$ cat src/rtl/store_pipe_cache.sv
module store_pipe_cache #(
  parameter int DW    = 32,
  parameter int TAG_W = 4,
  parameter int SET_W = 2,
  parameter int OFF_W = 2
) (
  input  logic                           clk,
  input  logic                           rst_n,
  input  logic                           st_valid,
  input  logic [TAG_W+SET_W+OFF_W-1:0]   st_addr,
  input  logic [DW-1:0]                  st_data,
  input  logic [DW/8-1:0]                st_be,
  output logic                           st_ready,
  input  logic                           ld_valid,
  input  logic [TAG_W+SET_W+OFF_W-1:0]   ld_addr,
  output logic                           ld_hit,
  output logic [DW-1:0]                  ld_data,
  input  logic                           fill_valid,
  input  logic                           fill_way,
  input  logic [TAG_W+SET_W-1:0]         fill_line,
  input  logic [DW*(1<<OFF_W)-1:0]       fill_data
);
  localparam int NB   = DW / 8;
  localparam int SETS = 1 << SET_W;
  localparam int WPL  = 1 << OFF_W;

  logic [1:0][SETS-1:0]                  vld;
  logic [1:0][SETS-1:0][TAG_W-1:0]       tag;
  logic [1:0][SETS-1:0][WPL-1:0][DW-1:0] dat;

  logic             p_v, p_way;
  logic [SET_W-1:0] p_set;
  logic [OFF_W-1:0] p_off;
  logic [DW-1:0]    p_data;
  logic [NB-1:0]    p_be;

  logic [SET_W-1:0] st_set, ld_set, f_set;
  logic [TAG_W-1:0] st_tag, ld_tag, f_tag;
  logic [OFF_W-1:0] st_off, ld_off;
  logic [1:0]       st_hw, ld_hw;
  logic             ld_way, accept, byp;
  logic [DW-1:0]    raw, merged;

  assign st_off = st_addr[OFF_W-1:0];
  assign st_set = st_addr[OFF_W +: SET_W];
  assign st_tag = st_addr[OFF_W+SET_W +: TAG_W];
  assign ld_off = ld_addr[OFF_W-1:0];
  assign ld_set = ld_addr[OFF_W +: SET_W];
  assign ld_tag = ld_addr[OFF_W+SET_W +: TAG_W];
  assign f_set  = fill_line[SET_W-1:0];
  assign f_tag  = fill_line[SET_W +: TAG_W];

  for (genvar w = 0; w < 2; w++) begin : g_way
    assign st_hw[w] = vld[w][st_set] && (tag[w][st_set] == st_tag);
    assign ld_hw[w] = vld[w][ld_set] && (tag[w][ld_set] == ld_tag);
  end

  assign st_ready = |st_hw;
  assign accept   = st_valid && st_ready;
  assign ld_hit   = ld_valid && (|ld_hw);
  assign ld_way   = ld_hw[1];
  assign raw      = dat[ld_way][ld_set][ld_off];
  assign byp      = p_v && (p_way == ld_way) && (p_set == ld_set) && (p_off == ld_off);

  for (genvar b = 0; b < NB; b++) begin : g_byte
    assign merged[b*8 +: 8] = (byp && p_be[b]) ? p_data[b*8 +: 8] : raw[b*8 +: 8];
  end

  assign ld_data = ld_hit ? merged : '0;

  always_ff @(posedge clk or negedge rst_n) begin
    if (!rst_n) begin
      vld    <= '0;
      tag    <= '0;
      dat    <= '0;
      p_v    <= 1'b0;
      p_way  <= 1'b0;
      p_set  <= '0;
      p_off  <= '0;
      p_data <= '0;
      p_be   <= '0;
    end else begin
      p_v <= accept;
      if (accept) begin
        p_way  <= st_hw[1];
        p_set  <= st_set;
        p_off  <= st_off;
        p_data <= st_data;
        p_be   <= st_be;
      end
      if (p_v)
        for (int b = 0; b < NB; b++)
          if (p_be[b]) dat[p_way][p_set][p_off][b*8 +: 8] <= p_data[b*8 +: 8];
      if (fill_valid) begin
        vld[fill_way][f_set] <= 1'b1;
        tag[fill_way][f_set] <= f_tag;
        for (int o = 0; o < WPL; o++)
          dat[fill_way][f_set][o] <= fill_data[o*DW +: DW];
      end
    end
  end
endmodule

$ cat config.mk
export PLATFORM = sky130hd
export DESIGN_NAME = store_pipe_cache
export DESIGN_NICKNAME = d
export VERILOG_FILES = /design/src/rtl/store_pipe_cache.sv
export SDC_FILE = /design/constraint.sdc
export NUM_CORES = 2
export LEC_CHECK = 0
export ABC_AREA = 1
export CAP_MARGIN = 5
export CORE_ASPECT_RATIO = 1.1
export CORE_MARGIN = 2
export CORE_UTILIZATION = 50
export DETAILED_ROUTE_END_ITERATION = 16
export DONT_BUFFER_PORTS = 1
export PLACE_DENSITY = 0.63
export SETUP_SLACK_MARGIN = 0.15
export SLEW_MARGIN = 20
export SYNTH_ARGS = -nofsm -noshare
export SYNTH_HDL_FRONTEND = slang
export SYNTH_SLANG_ARGS = --single-unit
$ cat constraint.sdc
create_clock -name clk -period 4.5 [get_ports clk]
set_input_delay 0.225 -clock clk [delete_from_list [all_inputs] [get_ports clk]]
set_output_delay 0.225 -clock clk [all_outputs]
set_load 0.01 [all_outputs]
==> key figures <==
Status
  • Outcome: completed

STA
  • Count of final max-slew check failures: 0
  • Final period util: 0.959
  • Setup repair after global routing missed its margin: yes
  • Worst clock skew: roughly 0.023 ns
  • Final setup fails: 0
  • Setup ws final: between 0.15 and 0.2 ns
  • Slew margin rel.: 0.187
  • Least-Margin Pin Slew: 1.21 ns
  • Fmax: between 200 and 250 MHz
  • Final Hold Fails: 0
  • Final min period: between 4 and 5 ns
  • TNS Setup: 0 ns

Global routing
  • First-pass GRT wire length: between 300000 and 400000 um
  • Vias in the first global route: roughly 60000
  • Grt total ovfl: 0
  • Initial antenna violation count: 17
  • GRT Util Overall: 0.391
  • Largest net degree at the start of global routing: 282

Cells and area
  • P&R area growth vs syn: 10.6%
  • Non-Filler Instances: approximately 10000
  • Final Net Count: approximately 8400
  • Layout cells sized above 1: 0.0514
  • Design Area, Final: ~70000 sq um

Detailed routing
  • Vias per cell: between 6 and 7
  • Antenna-violating nets left: 0
  • Vias: between 60000 and 70000
  • # DRC: 0
  • Drt first-iter violations: around 8600
  • WL/cell: roughly 26 um
  • Total Wirelength: 258000 um
  • TritonRoute pass-1 iters: 6

Clock tree
  • Setup Fix Bufs, Post-CTS: 0
  • Htree depth: 4
  • Clock root cell: clkbuf_16
  • CTS tree: built
  • Clk_lat worst skew: 0.79 ns
  • Worst-path clk slew: 0.06 ns
  • CTS Buf Count: ~130
  • Clk buf depth: 3
  • CTS Sinks: 1106

Power and ir drop
  • Clock Power Share: 0.324
  • Leakage Power: roughly 33 nW
  • Sw Pwr: about 13 mW
  • Tot Pwr: around 34 mW
  • PD cells: around 490 nW/um^2
  • Sequential share of power: 0.393
  • Int Pwr: approximately 22 mW
  • Combinational share of power: 0.283
  • Max VDD drop: 0.761 mV
  • Sw Ratio: 0.366

Setup path
  • Reg2reg path depth: 6
  • Critical Path End Type: output pin
  • Max FO, Critical Path: 60
  • Critical Path Start Type: register
  • Setup crit end: ld_data[23]
  • Worst EP arrival: around 4 ns
  • Required time of the critical path: between 4 and 5 ns
  • R2r startpoint: p_way$_DFFE_PN0P_
  • Category of the most critical setup path: register to output pin
  • Critical path launch point: tag[21]$_DFFE_PN0P_
  • Reg2Reg Setup Slack: 0.76 ns
  • R2R Path End: dat[946]$_DFF_PN0_

Flow run
  • Max-cap viol count: 0

Die
  • Die height: roughly 380 um
  • # IOs: roughly 230
  • Core area: between 100000 and 150000 sq um
  • DIE WIDTH: ~340 um
  • Initial Util: 0.502
  • Die area: 130000 sq um
  • FP Rows: approximately 140

Yosys
  • Seq cells post-synth: between 1000 and 1500
  • Synth area leaders: dfrtp_1 (44%), o21ai_0 (11%), nand2_1 (8.5%), nand3_1 (7.7%), inv_1 (5.5%)
  • Synthesized area per cell: about 7.4 sq um
  • Distinct cells, synth: 34
  • Dominant synthesized flop cell: dfrtp_1
  • Mapped Area: 63400 sq um
  • Async SR Flop Fraction: 1.00
  • Post-Syn Instances: 8577
  • EDFF count, synth: 0
  • Leading area contributor after synthesis: dfrtp_1
  • Synth top area share: 0.437
  • Yosys warns: 0
  • Seq/Total Area, Yosys: 0.437
  • Syn Nets: ~9000

Placed design
  • Post-place setup slack: 0.875 ns
  • Port Buffers: 0
  • HPWL after detailed placement: ~140000 um
  • GP Congestion: between 0.8 and 0.9
  • Placed Cells: approximately 9600
  • Placed cell areas: between 60000 and 70000 sq um

Min path
  • Worst min path class: input port to register
-- area by class of cell --
class,instances,area [sq um]
timing repair buffer,354,3560
fill,11964,56200
sequential,1106,27700
antenna,13,32.5
clock inverter,29,348
tap,1668,2090
multi-input combinational,5689,28700
inverter,939,3580
clock buffer,209,4080
-- how the worst min path moves through the flow --
stage	startpoint	end	cells after the start
6_report	st_valid	p_data[19]$_DFFE_PN0P_	4
5_1_grt	st_addr[7]	p_way$_DFFE_PN0P_	3
4_1_cts	st_addr[4]	p_way$_DFFE_PN0P_	3
3_5_place_dp	rst_n	dat[229]$_DFF_PN0_	1
3_3_place_gp	rst_n	dat[228]$_DFF_PN0_	1
2_1_floorplan	rst_n	dat[0]$_DFF_PN0_	0
-- routing by layer --
metal  vias to the layer above  GRT usage  part of all wire
li1                      28863          -                 -
met2                      4262      0.570              0.43
met4                        10      0.184             0.046
met3                       716     0.0999              0.13
met1                     31204      0.543              0.40
met5                         -          0           0.00022
-- power groups by stage --
stage / sequential [mW] / clock (mW) / combinational, mW
final: 13.5 / 11.1 / 9.73
after global routing: 13.7 / 11.6 / 10.7
after CTS: 13.4 / 11.2 / 9.40
after detailed placement: 13.6 / 0 / 9.21
after global placement: 13.5 / 0 / 9.05
after floorplan: 13.3 / 0 / 6.45
-- sequential cells by signal, summed over array words and instances, names as in the netlist --
signal / cells
p_off: 2
p_set: 2
p_be: 4
tag: 32
p_way: 1
p_v: 1
vld: 8
p_data: 32
dat: 1024
-- cells in the mapped netlist, types with 65 or more instances --
cell / number
o211ai_1: 461
clkbuf_1: 587
buf_2: 154
buf_1: 65
nand3_1: 978
nand4_1: 356
o22ai_1: 311
nor2_1: 135
o21ai_0: 1364
inv_1: 930
a21oi_1: 585
nand2_1: 1440
dfrtp_1: 1106
-- cells in the final DEF, fill, tap and decap left out, types with 139 or more instances in the layout --
cell / instances
clkbuf_16: 139
nand4_1: 356
dlygate4sd3_1: 180
inv_1: 921
a21oi_1: 585
nand3_1: 976
buf_4: 139
o22ai_1: 311
o21ai_0: 1364
dfrtp_1: 1106
o211ai_1: 461
nand2_1: 1437
-- per-stage QoR --
stage	hold slack, ns	util
global route	0.0506	0.555
global placement	0.271	0.505
floorplan	-0.0706	-
CTS	0.00162	0.555
detailed placement	0.283	0.505
finish	0.0266	0.555
-- cells by family (layout without fill, tap and decap cells) --
kind of cell | count (synthesis) | in the layout | share of synthesized area
AOI/OAI and AO/OA | 2744 | 2744 | 0.242
xor gates and xnor gates | 8 | 8 | 0.00111
buffers and inverters | 1782 | 1531 | 0.112
DFF | 1106 | 1106 | 0.437
muxes | 2 | 2 | 0.000316
other | 0 | 13 | 0
and+or+nand+nor | 2935 | 2935 | 0.208
-- what timing repair did --
action                      CTS  global route
hold buffers                180             0
gates resized for setup       0             3
hold endpoints to repair   1198             0
setup endpoints to repair     0             6
-- worst max-delay path: stages, from the launching register on --
cell	delay (ns)
dfrtp_1	0.40
nand2_1	0.08
nand3_1	0.07
nand2_1	0.14
nand2_1	0.07
nand2_1	0.15
inv_8	0.06
nand3_4	0.12
buf_12	0.30
buf_4	0.51
nand2_1	0.14
nand2_2	0.53
buf_12	0.27
nor2_1	0.07
nand2_1	0.20
inv_1	0.12
Note: power is estimated with default switching activity, not from simulation.
